`config.mk`:
```
export PLATFORM = sky130hd
export DESIGN_NAME = dbuf_update_ctrl
export DESIGN_NICKNAME = d
export VERILOG_FILES = /design/src/rtl/dbuf_pkg.sv /design/src/rtl/dbuf_sync_div.sv /design/src/rtl/dbuf_trigger.sv /design/src/rtl/dbuf_reg_bank.sv /design/src/rtl/dbuf_update_ctrl.sv
export SDC_FILE = /design/constraint.sdc
export NUM_CORES = 1
export LEC_CHECK = 0
export ABC_AREA = 1
export BUFFER_PORTS_ARGS = -buffer_cell sky130_fd_sc_hd__buf_2
export CAP_MARGIN = 20
export CORE_UTILIZATION = 27
export CTS_CLUSTER_DIAMETER = 100
export CTS_CLUSTER_SIZE = 30
export DETAILED_ROUTE_END_ITERATION = 10
export SLEW_MARGIN = 15
export SYNTH_ARGS = -nofsm -noshare
export SYNTH_HDL_FRONTEND = slang
export SYNTH_SLANG_ARGS = --single-unit
```
`constraint.sdc`:
```
create_clock -name clk -period 4.7 [get_ports clk]
set_input_delay 0.47 -clock clk [delete_from_list [all_inputs] [get_ports clk]]
set_output_delay 0.47 -clock clk [all_outputs]
set_load 0.005 [all_outputs]
```
`src/rtl/dbuf_pkg.sv`:
```
package dbuf_pkg;

   // cause of a transfer as seen by the trigger detector
   typedef enum logic [1:0] {
      TRG_NONE = 2'b00,
      TRG_UPD  = 2'b01,
      TRG_PROF = 2'b10,
      TRG_BOTH = 2'b11
   } trig_e;

   // clocks from a trigger change (first sync-high clock) to the visible load
   function automatic int xfer_latency(input int stages, input int div);
      return stages * div + 1;
   endfunction

endpackage

```
`src/rtl/dbuf_sync_div.sv`:
```
module dbuf_sync_div #(
   parameter int DIV = 4
) (
   input  logic clk,
   input  logic mrst,
   output logic sync_clk,
   output logic smp_en,
   output logic ph_zero
);
   localparam int PH_W = (DIV > 2) ? $clog2(DIV) : 1;
   localparam int HALF = DIV / 2;

   logic [PH_W-1:0] ph_q;
   logic [PH_W-1:0] ph_nxt;
   logic            sync_q;

   always_comb begin
      if (ph_q == PH_W'(DIV - 1)) ph_nxt = '0;
      else                        ph_nxt = ph_q + 1'b1;
   end

   always_ff @(posedge clk) begin
      if (mrst) begin
         ph_q   <= '0;
         sync_q <= 1'b1;
      end else begin
         ph_q   <= ph_nxt;
         sync_q <= (ph_nxt < PH_W'(HALF));
      end
   end

   assign sync_clk = sync_q;
   // inputs are sampled on the edge that starts a sync period
   assign smp_en   = (ph_q == PH_W'(DIV - 1));
   assign ph_zero  = (ph_q == '0);
endmodule

```
`src/rtl/dbuf_trigger.sv`:
```
module dbuf_trigger
   import dbuf_pkg::*;
#(
   parameter int PROF_W = 4,
   parameter int STAGES = 2
) (
   input  logic              clk,
   input  logic              mrst,
   input  logic              smp_en,
   input  logic              ph_zero,
   input  logic              upd_in,
   input  logic [PROF_W-1:0] prof_in,
   output logic [PROF_W-1:0] prof_sel,
   output trig_e             cause,
   output logic              xfer
);
   localparam int VW = PROF_W + 1;

   logic [STAGES-1:0][VW-1:0] stg_q;
   logic [VW-1:0]             prev_q;
   logic [VW-1:0]             cur;
   logic                      upd_rise;
   logic                      prof_chg;

   always_ff @(posedge clk) begin
      if (mrst) begin
         stg_q  <= '0;
         prev_q <= '0;
      end else if (smp_en) begin
         stg_q  <= {stg_q[STAGES-2:0], {upd_in, prof_in}};
         prev_q <= stg_q[STAGES-1];
      end
   end

   assign cur      = stg_q[STAGES-1];
   assign upd_rise = cur[PROF_W] & ~prev_q[PROF_W];
   assign prof_chg = (cur[PROF_W-1:0] != prev_q[PROF_W-1:0]);
   assign cause    = trig_e'({prof_chg, upd_rise});
   // the comparison stays true for a whole sync period; gate to phase zero
   assign xfer     = ph_zero && (cause != TRG_NONE);
   assign prof_sel = cur[PROF_W-1:0];
endmodule

```
`src/rtl/dbuf_reg_bank.sv`:
```
module dbuf_reg_bank #(
   parameter int                         NREG    = 4,
   parameter int                         DATA_W  = 32,
   parameter int                         PROF_W  = 4,
   parameter int                         ADDR_W  = 5,
   parameter logic [NREG*DATA_W-1:0]     REG_RST = '0
) (
   input  logic                   clk,
   input  logic                   mrst,
   input  logic                   wr_en,
   input  logic [ADDR_W-1:0]      wr_addr,
   input  logic [DATA_W-1:0]      wr_data,
   input  logic                   load,
   input  logic [PROF_W-1:0]      prof_sel,
   output logic [NREG*DATA_W-1:0] buf_flat,
   output logic [NREG*DATA_W-1:0] act_flat,
   output logic [DATA_W-1:0]      act_prof
);
   localparam int NPROF = 1 << PROF_W;

   logic [DATA_W-1:0] prof_q [NPROF];
   logic [DATA_W-1:0] aprof_q;

   for (genvar i = 0; i < NREG; i++) begin : g_reg
      logic [DATA_W-1:0] buf_q;
      logic [DATA_W-1:0] act_q;
      always_ff @(posedge clk) begin
         if (mrst) begin
            buf_q <= REG_RST[i*DATA_W +: DATA_W];
            act_q <= REG_RST[i*DATA_W +: DATA_W];
         end else begin
            if (wr_en && (wr_addr == ADDR_W'(i))) buf_q <= wr_data;
            if (load)                             act_q <= buf_q;
         end
      end
      assign buf_flat[i*DATA_W +: DATA_W] = buf_q;
      assign act_flat[i*DATA_W +: DATA_W] = act_q;
   end

   for (genvar k = 0; k < NPROF; k++) begin : g_prof
      always_ff @(posedge clk) begin
         if (mrst)                                         prof_q[k] <= '0;
         else if (wr_en && (wr_addr == ADDR_W'(NREG + k))) prof_q[k] <= wr_data;
      end
   end

   always_ff @(posedge clk) begin
      if (mrst)      aprof_q <= '0;
      else if (load) aprof_q <= prof_q[prof_sel];
   end

   assign act_prof = aprof_q;
endmodule

```
`src/rtl/dbuf_update_ctrl.sv`:
```
module dbuf_update_ctrl
   import dbuf_pkg::*;
#(
   parameter int                     NREG        = 4,
   parameter int                     DATA_W      = 32,
   parameter int                     PROF_W      = 4,
   parameter int                     SYNC_DIV    = 4,
   parameter int                     SYNC_STAGES = 2,
   parameter logic [NREG*DATA_W-1:0] REG_RST     = '0,
   localparam int                    NPROF       = 1 << PROF_W,
   localparam int                    ADDR_W      = $clog2(NREG + NPROF)
) (
   input  logic                   clk,
   input  logic                   mrst,
   input  logic                   wr_en,
   input  logic [ADDR_W-1:0]      wr_addr,
   input  logic [DATA_W-1:0]      wr_data,
   input  logic                   upd_in,
   input  logic [PROF_W-1:0]      prof_in,
   output logic                   sync_clk,
   output logic                   xfer_pulse,
   output logic [NREG*DATA_W-1:0] act_regs,
   output logic [DATA_W-1:0]      act_prof
);
   // elaboration-time parameter checks
   if (SYNC_DIV < 2 || (SYNC_DIV % 2) != 0) begin : g_bad_div
      $error("SYNC_DIV must be an even number of at least 2");
   end
   if (SYNC_STAGES < 2) begin : g_bad_stg
      $error("SYNC_STAGES must be at least 2");
   end
   if (NREG < 1 || DATA_W < 1 || PROF_W < 1) begin : g_bad_size
      $error("NREG, DATA_W and PROF_W must be positive");
   end

   logic                   smp_en;
   logic                   ph_zero;
   logic [PROF_W-1:0]      prof_sel;
   trig_e                  cause;
   logic                   xfer;
   logic [NREG*DATA_W-1:0] buf_regs;

   dbuf_sync_div #(.DIV(SYNC_DIV)) div_i (
      .clk      (clk),
      .mrst     (mrst),
      .sync_clk (sync_clk),
      .smp_en   (smp_en),
      .ph_zero  (ph_zero)
   );

   dbuf_trigger #(.PROF_W(PROF_W), .STAGES(SYNC_STAGES)) trg_i (
      .clk      (clk),
      .mrst     (mrst),
      .smp_en   (smp_en),
      .ph_zero  (ph_zero),
      .upd_in   (upd_in),
      .prof_in  (prof_in),
      .prof_sel (prof_sel),
      .cause    (cause),
      .xfer     (xfer)
   );

   dbuf_reg_bank #(
      .NREG    (NREG),
      .DATA_W  (DATA_W),
      .PROF_W  (PROF_W),
      .ADDR_W  (ADDR_W),
      .REG_RST (REG_RST)
   ) bank_i (
      .clk      (clk),
      .mrst     (mrst),
      .wr_en    (wr_en),
      .wr_addr  (wr_addr),
      .wr_data  (wr_data),
      .load     (xfer),
      .prof_sel (prof_sel),
      .buf_flat (buf_regs),
      .act_flat (act_regs),
      .act_prof (act_prof)
   );

   assign xfer_pulse = xfer;
endmodule

```
# Word level (Yosys, flattened, before mapping)
# Memory sizes are Yosys's and may differ from the RTL's. A register that Yosys moved wholly into a read port is not among the register bits.
# Cells that the tools add are included.
# totals
register_bits	274
latch_bits	0
ram_bits	512
rom_bits	0
inputBits	45
output_inout_bits	162
word_cells	146
n_memories	1
# classes
add_sub_neg	1
n_mul	0
n_div	0
magnitude_cmp	1
eq_ne	21
shift	0
n_mux	67
bitwise_logic	18
reduce_logical	24
# mem_list
memory	depth	width	rd	rd_clocked_by_memory_dff	wr	line_no	rtl
bank_i.prof_q	16	32	1	1	16	dbuf_reg_bank.sv:21	logic [DATA_W-1:0] prof_q [NPROF];
# op_table
cell	count
two-way mux 32 bit	16
two-way mux 1 bit	50
equality test 5 x 4 -> 1 bit, second input constant	8
logical AND 1 bit	21
equality test 5 x 3 -> 1 bit, second input constant	4
equality test 5 bit, second input constant	4
bitwise OR 1 bit	16
equality test 5 x 2 -> 1 bit, second input constant	2
equality test 5 x 1 -> 1 bit, second input constant	1
zero test 5 bit	1
!= test 4 bit	1
adder 2 x 1 -> 2 bit, second input constant	1
equality test 2 bit, second input constant	1
zero test 2 bit	1
less-than comparator 2 bit, second input constant	1
two-way mux 2 bit	1
nonzero test 2 bit	1
bitwise AND 1 bit	1
inverter 1 bit	1

# Longest topological paths before layout
# Gate-level depths: netlist (run 1).
# logic_depth
depth_word	6
depth_mapped	12
mapped_depth_nobuf	9

# Cells and area by module
# From an unflattened synthesis (run 1), not the netlist that was laid out.
# unflattened
cells_unflattened	3735
hier_area_um2	33732.4
# by_module_without_submodules
mod	n_inst	cells_per_inst	area_per_inst_um2	seq_area_each_um2
dbuf_reg_bank	1	3632	32889.0	21140.3
dbuf_trigger	1	90	725.7	300.3
dbuf_sync_div	1	13	117.6	60.1

# Worst setup path after synthesis (run 1)
# OpenSTA, ideal clock, no wires.
# synth_timing
kind	input port to flip-flop
start	input wr_addr[0]
end	memory bank_i.prof_q[12][0] (enable)
setup_time_ns	0.466
arrival_time_ns	3.095
t_required_ns	4.234
path_slack_ns	1.139
path_stages	3
n_path_buf	0
cell_sequence	nor2_2 > nand2_1 > o21ai_0
# synth_rtl
element	line_no	rtl
from (decl)	dbuf_update_ctrl.sv:16	input logic [ADDR_W-1:0] wr_addr,
to (decl)	dbuf_reg_bank.sv:21	

# Worst setup path in the final report (run 1)
# layout_timing
start	register trg_i.stg_q (netlist bit trg_i.cur[0])
end	output xfer_pulse
# layout_between
elab_chain_len	3
# layout_lines
element	line_no	rtl
from (decl)	dbuf_trigger.sv:19	logic [STAGES-1:0][VW-1:0] stg_q;
from (signal assigned)	dbuf_trigger.sv:30	stg_q <= {stg_q[STAGES-2:0], {upd_in, prof_in}};
!= test 4 bit	dbuf_trigger.sv:37	assign prof_chg = (cur[PROF_W-1:0] != prev_q[PROF_W-1:0]);
nonzero test 2 bit	dbuf_trigger.sv:40	assign xfer = ph_zero && (cause != TRG_NONE);
logical AND 1 bit	dbuf_trigger.sv:40	
to (decl)	dbuf_update_ctrl.sv:21	output logic xfer_pulse,
# Every way passes these cells.

==> results of run 1 <==
[power breakdown]
| part | total, W | leakage, nW | switching (W) | internal [W] |
|---|---|---|---|---|
| logic | 0.00249 | 7.76 | 0.00173 | 0.000756 |
| clock network | 0.00353 | 0.427 | 0.00223 | 0.00130 |
| registers | 0.00846 | 7.38 | 0.000257 | 0.00820 |
| total | 0.0145 | 15.6 | 0.00423 | 0.0103 |
[Yosys cell counts (9+ instances only)]
cell | count | area (um2)
a21oi_1 | 143 | 716
buf_1 | 16 | 60.1
buf_2 | 73 | 365
clkbuf_1 | 200 | 751
clkinv_1 | 33 | 124
dfxtp_1 | 306 | 6130
edfxtp_1 | 512 | 15400
inv_1 | 302 | 1130
nand2_1 | 788 | 2960
nand3_1 | 368 | 1840
nor2_1 | 994 | 3730
o21ai_0 | 260 | 1300
o21ai_1 | 9 | 45.0
[kinds of logic after synthesis]
logic type / Yosys count / synth area share (%)
and+or+nand+nor: 2169 / 25.0
DFF: 818 / 61.8
adders and majority gates: 2 / 0.0720
buffers and inverters: 632 / 7.14
AOI/OAI and AO/OA: 413 / 5.98
[layout by cell type, fill, tap and decap left out, types with 2 or more instances in the layout]
| cell | n |
|---|---|
| inv_6 | 2 |
| nor3_4 | 3 |
| clkbuf_16 | 31 |
| inv_1 | 301 |
| dfxtp_1 | 303 |
| buf_4 | 52 |
| inv_2 | 3 |
| nor2_4 | 2 |
| clkinv_1 | 32 |
| nand2_2 | 7 |
| edfxtp_1 | 512 |
| dfxtp_4 | 2 |
| nor2_1 | 994 |
| ha_1 | 2 |
| clkbuf_1 | 20 |
| nand2_1 | 781 |
| clkbuf_8 | 2 |
| o21ai_1 | 9 |
| a21oi_1 | 143 |
| nand3_1 | 367 |
| buf_2 | 205 |
| nor2_2 | 5 |
| buf_12 | 4 |
| or2_2 | 6 |
| o21ai_0 | 259 |
[final cells by class]
type / instances / area, um2 / area share [%]
timing repair buffer: 262 / 1520 / 4.00
clock inverter: 2 / 23.8 / 0.0623
inverter: 339 / 1280 / 3.37
sequential: 818 / 21500 / 56.4
tap: 1662 / 2080 / 5.45
clock buffer: 53 / 878 / 2.30
multi-input combinational: 2584 / 10800 / 28.4
antenna: 1 / 2.50 / 0.00656
[worst min-delay path: stages]
cell,delay (ns)
buf_2,0.08
nor2_1,0.04
nor2_1,0.08
[worst max-delay path by stage]
stage	slack (ns)	start	to
3_3_place_gp	1.83	trg_i.cur[0]	bank_i.act_prof[31]
5_1_grt	1.05	trg_i.cur[0]	xfer_pulse
2_1_floorplan	1.14	wr_addr[0]	bank_i.prof_q[12][0]
4_1_cts	1.21	trg_i.cur[0]	xfer_pulse
3_5_place_dp	1.81	trg_i.cur[0]	bank_i.act_prof[8]
6_report	1.32	trg_i.cur[0]	xfer_pulse
[state kept, by name (all words and copies together), names as in the netlist]
register	count
bank_i.prof_q	512
bank_i.g.act_q	128
bank_i.g.buf_q	128
bank_i.act_prof	32
trg_i.cur	5
trg_i.prev_q	5
trg_i.stg_q	5
div_i.ph_q	2
div_i.sync_clk	1
[stage by stage]
step	util, %	instances
after floorplan	-	4034
after global placement	29.1	5664
after detailed placement	29.2	5665
after CTS	29.9	5720
after global routing	29.9	5720
final	29.9	5721
[metal layers]
| layer | part of all wire, % | vias to the layer above | global-route usage, % |
|---|---|---|---|
| met5 | 0.095 | - | 0 |
| met4 | 2.2 | 14 | 3.40 |
| met3 | 8.5 | 116 | 3.35 |
| met2 | 45 | 887 | 23.7 |
| met1 | 45 | 12801 | 21.8 |
| li1 | - | 12844 | - |
==> impl_results.rst, run 1 <==
.. list-table::
   :header-rows: 1

   * - Metric
     - Value
   * - Number of nets with antenna violations after routing
     - 0
   * - Destination of the worst hold path
     - trg_i.stg_q[1]
   * - Via count of the first global-routing pass
     - 24968
   * - Worst path top cell family by delay
     - buffers and inverters
   * - Hold buffer count at cts
     - 0
   * - Worst-case headroom to the max-slew limit
     - 26.9%
   * - Total power after layout
     - around 0.014 W
   * - Number of core rows
     - between 100 and 150
   * - Crit path time final
     - around 3.4 ns
   * - Setup tns final
     - 0 ns
   * - CTS H-tree lvls
     - 1
   * - Number of sinks on the clock net
     - roughly 800
   * - Vias
     - 26662
   * - Maximum number of pins on one net before global-route repair
     - 152
   * - Standard cell area after detailed placement
     - 37200 um2
   * - Warning count from the yosys run
     - 0
   * - Run status
     - completed
   * - First-pass DRT Iterations
     - 5
   * - Via count normalized by instance count
     - about 4.7
   * - Number of antenna violations at the first check in global routing
     - 8
   * - Final setup skew
     - around 0.027 ns
   * - Number of flip-flops and latches in the synthesized netlist
     - 818
   * - IO Pins
     - between 200 and 250
   * - Crit path launch type
     - register
   * - Worst Path Buf+Inv
     - 3
   * - Total overflow reported by the global router
     - 0
   * - Global-route usage over all layers
     - between 10% and 20%
   * - Data required time at the worst endpoint
     - approximately 4.2 ns
   * - Number of gates resized after CTS
     - 0
   * - Count of pins over their slew limit
     - 0
   * - Filler Cell Count
     - around 13000
   * - F_max
     - around 300 MHz
   * - Tightest hold margin
     - 0.0433 ns
   * - Worst hold-check path type
     - input port to register
   * - Count of flip-flops with a built-in enable after synthesis
     - just over 500
   * - Nets
     - 4083
   * - Kind of end point of the critical path
     - output port
   * - Total of endpoints with negative setup slack in the final report
     - 0
   * - Number of cells traversed by the worst hold path
     - 3
   * - Total Routed Length
     - about 100 mm
   * - Effective utilization at floorplan
     - ~27%
   * - Length in cells of the worst reg-to-reg path
     - 9
   * - Net Count, Synth
     - around 4100
   * - Final worst-path cycle share
     - about 72%
   * - Post-synthesis instance total
     - ~4000
   * - Critical Path, Cell by Cell
     - inv_6 -> nand2_1 -> nand3_1 -> nor2_2 -> a21oi_4 -> buf_12 -> buf_2
   * - Chip Width
     - 361 um
   * - Areal power density over the cells
     - roughly 380 nW/um2
   * - Worst-Skew Late Latency
     - 0.67 ns
   * - Chip height
     - roughly 360 um
   * - Slew at the pin closest to its max-slew limit
     - ~1.1 ns
   * - First-pass GRT wire length
     - 157 mm
   * - Post-synthesis to final-layout area growth
     - 9.67%
   * - Number of max-cap violations
     - 0
   * - DP HPWL
     - about 64 mm
   * - TritonCTS clock tree
     - built
   * - Pleak
     - roughly 16 nW
   * - Number of setup buffers added after CTS
     - 0
   * - Clock transition time at the flip-flop clock pins of the worst setup and hold paths
     - 0.12 ns
   * - Count of unique library cells instantiated by Yosys
     - 26
   * - Routability Congestion
     - approximately 0.8
   * - Biggest fanout along the worst timing path
     - ~120
   * - Async set-or-reset flop fraction in the synthesized netlist
     - 0%
   * - TritonCTS buffer count
     - 31
   * - Hold path startpoint
     - prof_in[1]
   * - Post-Syn Area
     - 34800 um2
   * - Critical path class
     - register to output port
   * - Critical path's largest stage delay
     - between 0.5 and 0.6 ns
   * - Area of the core region
     - between 100000 and 150000 um2
   * - Data arrival, critical path
     - between 2 and 3 ns
   * - Worst VDD drop
     - ~280 uV
   * - Post-route cell area
     - approximately 38000 um2
   * - Fraction of layout instances using a drive strength above 1
     - under 10%
   * - CTS max path bufs
     - 3
   * - RSZ-0062 raised after global routing
     - false
   * - Post-route setup slack
     - 1.32 ns
   * - Register area share after synthesis
     - between 60% and 70%
   * - Launching point of the worst reg2reg path
     - trg_i.cur[0]
   * - Critical-path cell with the highest stage delay
     - dfxtp_4
   * - Final routed DRC violation total
     - 0
   * - Most used DFF post-synth
     - edfxtp_1
   * - Port buffer count
     - around 200
   * - Number of hold violations in the final report
     - 0
   * - Terminus of the critical flop-to-flop path
     - bank_i.g_reg[3].act_q[31]
   * - Clock tree root driver cell
     - clkbuf_16
   * - Die outline area
     - roughly 130000 um2
   * - Setup Slack @ Placement
     - between 1.5 and 2 ns
   * - Wire per inst
     - 17.9 um
   * - Cell depth of the worst setup path
     - 7
   * - Drt initial violations
     - around 2600
   * - Reg2reg setup slack
     - ~1.8 ns
   * - Mean instance size in the synthesized netlist
     - 8.62 um2
Power figures use the tool's default switching activity.
==> inputs of run 2 (changes only) <==
--- a/config.mk
+++ b/config.mk
@@ -5,7 +5,7 @@
 export SDC_FILE = /design/constraint.sdc
 export NUM_CORES = 1
 export LEC_CHECK = 0
-export ABC_AREA = 1
+export ABC_AREA = 0
 export BUFFER_PORTS_ARGS = -buffer_cell sky130_fd_sc_hd__buf_2
 export CAP_MARGIN = 20
 export CORE_UTILIZATION = 27
==> constraint.sdc (replaced) <==
create_clock -name clk -period 3.2 [get_ports clk]
set_input_delay 0.32 -clock clk [delete_from_list [all_inputs] [get_ports clk]]
set_output_delay 0.32 -clock clk [all_outputs]
set_load 0.005 [all_outputs]
==> impl_results.rst, run 2 <==
.. list-table::
   :header-rows: 1

   * - Metric
     - Value
   * - Tightest hold margin
     - 0.00802 ns (-0.0353 ns)
   * - Violations in the final reports
     - design-rule violations
   * - Data required time at the worst endpoint
     - 2.88 ns (-1.35 ns)
   * - Most frequent cell after synthesis
     - nand2_1
   * - DP HPWL
     - 58.7 mm (-8.1%)
   * - Routability Congestion
     - 0.763 (-6.3%)
   * - Clock transition time at the flip-flop clock pins of the worst setup and hold paths
     - 0.12 ns (about the same)
   * - Chip height
     - 356 um (-1.4%)
   * - Effective utilization at floorplan
     - 27.2% (about the same)
   * - Final setup skew
     - 0.0365 ns (+0.00957 ns)
   * - Data arrival, critical path
     - 2.51 ns (-0.40 ns)
   * - Nets
     - 2942 (-28%)
   * - Run status
     - finished, violations left
   * - Number of sinks on the clock net
     - 818 (unchanged)
   * - Launching point of the worst reg2reg path
     - trg_i.cur[1]
   * - TritonCTS clock tree
     - built
   * - Net Count, Synth
     - 2897 (-29%)
   * - Crit path launch
     - trg_i.cur[1]
   * - Number of hold violations in the final report
     - 0 (unchanged)
   * - Warning count from the yosys run
     - 0 (unchanged)
   * - CTS H-tree lvls
     - 2 (+1)
   * - First-pass DRT Iterations
     - 8 (+3)
   * - Filler Cell Count
     - 12606 (-6.1%)
   * - Reg2reg setup slack
     - 0.75 ns (-1.09 ns)
   * - Post-synthesis to final-layout area growth
     - 12.0%
   * - Register area
     - 21500 um2 (about the same)
   * - Worst hold-check path type
     - input port to register
   * - Count of placed standard cells in the final layout, fillers left out
     - 4562 (-20%)
   * - Clock tree root driver cell
     - clkbuf_16
   * - Final routed DRC violation total
     - 12 (+12)
   * - RSZ-0062 raised after global routing
     - false
   * - Global-route usage over all layers
     - 15.0% (-0.31 points)
   * - Chip Width
     - 356 um (-1.4%)
   * - Mean instance size in the synthesized netlist
     - 11.9 um2 (+38%)
   * - Register with the most flip-flops
     - bank_i.prof_q
   * - Port buffer count
     - 206 (unchanged)
   * - Wire per inst
     - 21.3 um (+19%)
   * - Terminus of the critical flop-to-flop path
     - bank_i.g_reg[0].act_q[27]
   * - Count of unique library cells instantiated by Yosys
     - 33 (+27%)
   * - Setup tns final
     - 0 ns (unchanged)
   * - Critical Path End
     - xfer_pulse
   * - Count of flip-flops with a built-in enable after synthesis
     - 512 (unchanged)
   * - Kind of end point of the critical path
     - output port
   * - Drt initial violations
     - 2212 (-16%)
   * - Total overflow reported by the global router
     - 0 (unchanged)
   * - Largest cells by area after synthesis
     - edfxtp_1, dfxtp_1, and2_1
   * - Highest-count cells in the layout ignoring fill and taps
     - nand2_1, and2_1, edfxtp_1
   * - Flip-flop count of the largest register, all copies and words added
     - 512 (unchanged)
   * - Fraction of layout instances using a drive strength above 1
     - 17.2% (+9.0 points)
   * - Maximum number of pins on one net before global-route repair
     - 161 (+5.9%)
   * - Crit path launch type
     - register
   * - First-pass GRT wire length
     - 141 mm (-9.9%)
   * - Worst-case headroom to the max-slew limit
     - 27.5% (+0.51 points)
   * - Number of setup buffers added after CTS
     - 0 (unchanged)
   * - Critical path class
     - register to output port
   * - Number of max-cap violations
     - 0 (unchanged)
   * - Async set-or-reset flop fraction in the synthesized netlist
     - 0% (unchanged)
   * - Most common library cell in the layout ignoring fill and taps
     - nand2_1
   * - Number of antenna violations at the first check in global routing
     - 13 (+5)
   * - Die outline area
     - 127000 um2 (-2.8%)
   * - Via count normalized by instance count
     - 4.66 (about the same)
   * - Number of flip-flops and latches in the synthesized netlist
     - 818 (unchanged)
   * - Portion of synthesized cell area occupied by the leading cell type
     - 45.5% (+1.3 points)
   * - Crit path time final
     - between 2 and 3 ns
   * - Register area share after synthesis
     - 63.7% (+1.8 points)
   * - Area used by multi-input combinational logic
     - 11400 um2 (+5.3%)
   * - CTS max path bufs
     - 3 (unchanged)
   * - Pleak
     - 12.6 nW (-19%)
   * - Slew at the pin closest to its max-slew limit
     - 1.09 ns (-0.00761 ns)
   * - Largest registers
     - bank_i.prof_q: 512 flops, bank_i.g.act_q: 128 flops, bank_i.g.buf_q: 128 flops
   * - TritonCTS buffer count
     - 35 (+13%)
   * - Number of nets with antenna violations after routing
     - 0 (unchanged)
   * - Worst-Skew Late Latency
     - 0.58 ns (-0.09 ns)
   * - Worst VDD drop
     - 393 uV (+40%)
   * - Final core occ
     - 30.5% (+0.67 points)
   * - Via count of the first global-routing pass
     - 20769 (-17%)
   * - Count of pins over their slew limit
     - 0 (unchanged)
   * - Total power after layout
     - 0.0184 W (+27%)
   * - Number of gates resized after CTS
     - 0 (unchanged)
   * - Total of endpoints with negative setup slack in the final report
     - 0 (unchanged)
   * - Areal power density over the cells
     - 486 nW/um2 (+28%)
   * - Post-Syn Area
     - 33800 um2 (-2.9%)
   * - Vias
     - 21280 (-20%)
   * - Post-synthesis instance total
     - 2850 (-29%)
   * - Yosys top cell by area
     - edfxtp_1
   * - Number of core rows
     - 129 (-1.5%)
   * - Commonest cells post-synth
     - nand2_1, and2_1, edfxtp_1
   * - Most used DFF post-synth
     - edfxtp_1
   * - Area of the core region
     - 124000 um2 (-2.9%)
   * - Total instance count after detailed placement
     - 4491 (-21%)
   * - IO Pins
     - 207 (unchanged)
   * - Biggest fanout along the worst timing path
     - 120 (-1.6%)
   * - Total Routed Length
     - 97.1 mm (-5.3%)
   * - Length in cells of the worst reg-to-reg path
     - 7 (-2)
   * - Final worst-path cycle share
     - just under 90%
   * - F_max
     - roughly 350 MHz
run 2: cell count changes after synthesis, sizes merged, moves of 64 or more:
cell | previous run | this run
nor2 | 1001 | 97
and2 | 0 | 513
o21ai | 269 | 32
mux2 | 0 | 64
o22ai | 0 | 64
nand2 | 789 | 519
nand3 | 368 | 4
a21oi | 144 | 256
inv | 306 | 4
mux4 | 0 | 96
run 2: kinds of logic after synthesis:
family | Yosys count | synth area share, %
and+or+nand+nor | 1186 | 17.3
DFF | 818 | 63.7
xor gates and xnor gates | 4 | 0.104
AOI/OAI and AO/OA | 369 | 5.88
muxes | 207 | 9.93
buffers and inverters | 264 | 3.11
adders and majority gates | 2 | 0.0741
run 2: cell type report:
class	count	area share (%)
Sequential cell	818	56.8
Multi-Input combinational cell	1768	30.1
Tap cell	1637	5.41
Timing Repair Buffer	268	4.54
Clock buffer	53	2.61
Clock inverter	10	0.377
Inverter	4	0.0529
Antenna cell	4	0.0264
run 2: metal layers:
metal	track usage, %	part of all wire [%]	vias up
met5	0	0.057	-
met4	3.53	2.2	8
met3	2.59	7.1	96
met2	23.9	46	631
met1	21.2	45	10679
li1	-	-	9866
run 2: how the worst min path moves through the flow:
stage | to | start | cells after the start
after floorplan | div_i.ph_q[0] | div_i.ph_q[0] | 1
after global placement | bank_i.g_reg[0].act_q[6] | bank_i.g_reg[0].buf_q[6] | 2
after detailed placement | bank_i.g_reg[1].act_q[10] | bank_i.g_reg[1].buf_q[10] | 2
after CTS | trg_i.stg_q[3] | prof_in[3] | 3
after global routing | trg_i.stg_q[3] | prof_in[3] | 3
final | trg_i.stg_q[3] | prof_in[3] | 3
run 2: repair_timing:
item                       CTS  global route
hold buffers                 4             0
setup endpoints to repair    0             0
hold endpoints to repair     4             0
run 2: critical path, cell delays in order (launching register included):
cell and delay (ns):
dfxtp_4 0.50, xnor2_1 0.15, nand3_1 0.14, o31ai_4 0.40, inv_6 0.35, buf_2 0.28
run 2: per-stage QoR:
| step | worst slack (ns) | instance area (um2) |
|---|---|---|
| floorplan | 0.258 | 33800 |
| global placement | 0.466 | 36700 |
| detailed placement | 0.474 | 36700 |
| CTS | 0.307 | 37800 |
| global route | 0.214 | 37800 |
| finish | 0.372 | 37800 |
run 2: power by group:
group	internal [W]	switching (W)	leakage, nW
logic	0.000286	0.000690	4.72
clock network	0.00234	0.00343	0.545
registers	0.0116	0.000102	7.35
total	0.0142	0.00422	12.6
==> inputs of run 3 (changes only) <==
--- a/config.mk
+++ b/config.mk
@@ -6,12 +6,12 @@
 export NUM_CORES = 1
 export LEC_CHECK = 0
 export ABC_AREA = 0
-export BUFFER_PORTS_ARGS = -buffer_cell sky130_fd_sc_hd__buf_2
 export CAP_MARGIN = 20
 export CORE_UTILIZATION = 27
 export CTS_CLUSTER_DIAMETER = 100
 export CTS_CLUSTER_SIZE = 30
 export DETAILED_ROUTE_END_ITERATION = 10
+export DONT_BUFFER_PORTS = 1
 export SLEW_MARGIN = 15
 export SYNTH_ARGS = -nofsm -noshare
 export SYNTH_HDL_FRONTEND = slang
==> impl_results.rst, run 3 (synthesized netlist as in run 2, its figures left out) <==
.. list-table::
   :header-rows: 1

   * - Metric
     - Value
   * - Total Routed Length
     - 106 mm (+9.3%)
   * - Nets
     - 2915 (-0.92%)
   * - Number of nets with antenna violations after routing
     - 0 (unchanged)
   * - Number of core rows
     - 129 (unchanged)
   * - Total instance count after detailed placement
     - 4296 (-4.3%)
   * - Data required time at the worst endpoint
     - 2.88 ns (about the same)
   * - Violations in the final reports
     - design-rule violations
   * - Chip height
     - 356 um (unchanged)
   * - Final worst-path cycle share
     - 89.5% (+1.1 points)
   * - Setup Slack @ Placement
     - 0.732 ns (+0.258 ns)
   * - Number of max-cap violations
     - 0 (unchanged)
   * - Area of the core region
     - 124000 um2 (unchanged)
   * - Worst Path Buf+Inv
     - 2 (unchanged)
   * - Register with the most flip-flops
     - bank_i.prof_q
   * - Routability Congestion
     - 0.757 (-0.86%)
   * - Number of antenna violations at the first check in global routing
     - 24 (+11)
   * - Flip-flop count of the largest register, all copies and words added
     - 512 (unchanged)
   * - Maximum number of pins on one net before global-route repair
     - 171 (+6.2%)
   * - Clock transition time at the flip-flop clock pins of the worst setup and hold paths
     - 0.12 ns (about the same)
   * - Worst-case headroom to the max-slew limit
     - 19.3% (-8.1 points)
   * - Wire per inst
     - 23.3 um (+9.5%)
   * - Crit path time final
     - 2.86 ns (+0.0348 ns)
   * - Effective utilization at floorplan
     - 27.2% (unchanged)
   * - RSZ-0062 raised after global routing
     - false
   * - First-pass GRT wire length
     - 154 mm (+9.0%)
   * - IO Pins
     - 207 (unchanged)
   * - Areal power density over the cells
     - 472 nW/um2 (-3.0%)
   * - Clock tree root driver cell
     - clkbuf_16
   * - Pleak
     - 12.6 nW (about the same)
   * - Post-synthesis to final-layout area growth
     - 13.7%
   * - Count of pins over their slew limit
     - 0 (unchanged)
   * - Count of placed standard cells in the final layout, fillers left out
     - 4553 (-0.20%)
   * - CTS H-tree lvls
     - 2 (unchanged)
   * - Kind of end point of the critical path
     - output port
   * - Final setup skew
     - 0.0434 ns (+0.00687 ns)
   * - Via count of the first global-routing pass
     - 21440 (+3.2%)
   * - Chip Width
     - 356 um (unchanged)
   * - Final routed DRC violation total
     - 12 (unchanged)
   * - Critical-path cell with the highest stage delay
     - o31ai_4
   * - TritonCTS clock tree
     - built
   * - Largest registers
     - bank_i.prof_q: 512 flops, bank_i.g.act_q: 128 flops, bank_i.g.buf_q: 128 flops
   * - Number of sinks on the clock net
     - 818 (unchanged)
   * - Vias
     - 21729 (+2.1%)
   * - Setup tns final
     - 0 ns (unchanged)
   * - Tightest hold margin
     - 0.0397 ns (+0.0317 ns)
   * - Total of endpoints with negative setup slack in the final report
     - 0 (unchanged)
   * - Critical path's largest stage delay
     - 0.50 ns (about the same)
   * - Most common library cell in the layout ignoring fill and taps
     - nand2_1
   * - Die outline area
     - 127000 um2 (unchanged)
   * - Drt initial violations
     - 1933 (-13%)
   * - Biggest fanout along the worst timing path
     - 59 (-51%)
   * - TritonCTS buffer count
     - 34 (-2.9%)
   * - Number of hold violations in the final report
     - 0 (unchanged)
   * - Global-route usage over all layers
     - 16.5% (+1.5 points)
   * - Worst path top cell family by delay
     - buffers and inverters
   * - Post-route setup slack
     - 0.338 ns (-0.0348 ns)
   * - Via count normalized by instance count
     - 4.77 (+2.3%)
   * - Fraction of layout instances using a drive strength above 1
     - 10.5% (-6.7 points)
   * - DP HPWL
     - 58.9 mm (+0.23%)
   * - Critical Path, Cell by Cell
     - xnor2_1 -> nand3_1 -> o31ai_4 -> inv_6 -> buf_4
   * - F_max
     - 349 MHz (-1.2%)
   * - Worst VDD drop
     - 366 uV (-6.9%)
   * - Total power after layout
     - 0.0181 W (-1.6%)
   * - Worst hold-check path type
     - input port to register
   * - Run status
     - finished, violations left
   * - Highest-count cells in the layout ignoring fill and taps
     - nand2_1, and2_1, edfxtp_1
   * - Worst-Skew Late Latency
     - 0.62 ns (+0.04 ns)
   * - Total overflow reported by the global router
     - 0 (unchanged)
   * - Port buffer count
     - 0 (-100%)
   * - First-pass DRT Iterations
     - 8 (unchanged)
   * - Critical path class
     - register to output port
   * - Slew at the pin closest to its max-slew limit
     - 1.21 ns (+0.118 ns)
   * - Crit path launch type
     - register
   * - CTS max path bufs
     - 3 (unchanged)
   * - Data arrival, critical path
     - 2.54 ns (+0.03 ns)
==> run 3: area by class of cell <==
cell class                      count  area (um2)
Antenna cell                       25        62.6
Clock buffer                       51         936
Clock inverter                      8        98.8
Fill cell                       12578       85600
Inverter                            4        20.0
Multi-Input combinational cell   1768       11400
Sequential cell                   818       21500
Tap cell                         1637        2050
Timing Repair Buffer              242        2360
==> run 3: layer usage <==
| metal | track usage, % | routed length [um] |
|---|---|---|
| met1 | 22.5 | 45100 |
| met3 | 4.34 | 10200 |
| met5 | 0 | 48 |
| met4 | 3.82 | 2180 |
| met2 | 26.1 | 48700 |
==> run 3: path summary, 6_finish.rpt <==
kind	start	end	slack, ns	cells past startpoint
max	trg_i.cur[1]	xfer_pulse	0.34	5
min	wr_data[10]	bank_i.g_reg[3].buf_q[10]	0.04	3
max reg2reg	trg_i.cur[1]	bank_i.act_prof[19]	0.40	7
min reg2reg	bank_i.g_reg[3].buf_q[27]	bank_i.g_reg[3].act_q[27]	0.44	2
==> run 3: power by group <==
| group | total, W | switching (W) | internal, W |
|---|---|---|---|
| Combinational | 0.000902 | 0.000608 | 0.000294 |
| Sequential | 0.0117 | 0.000111 | 0.0116 |
| Clock | 0.00555 | 0.00341 | 0.00213 |
| Total | 0.0181 | 0.00413 | 0.0140 |
==> run 3: worst min-delay path, delay by kind of cell <==
family	cells	cell delay, ns
buf+inv	1	0.15
compound gates	1	0.05
simple gates	1	0.07
==> run 3: timing repair <==
action	in CTS	in global routing
hold buffers	173	0
endpoints found under the setup margin	0	0
gates resized for setup	0	0
hold endpoints to repair	818	0
setup buffers	0	0
==> run 3: stage by stage <==
| stage | utilization (%) | area [um2] |
|---|---|---|
| finish | 31.0 | 38400 |
| global route | 30.9 | 38400 |
| CTS | 30.9 | 38300 |
| detailed placement | 28.7 | 35500 |
| global placement | 28.7 | 35500 |
| floorplan | - | 33800 |
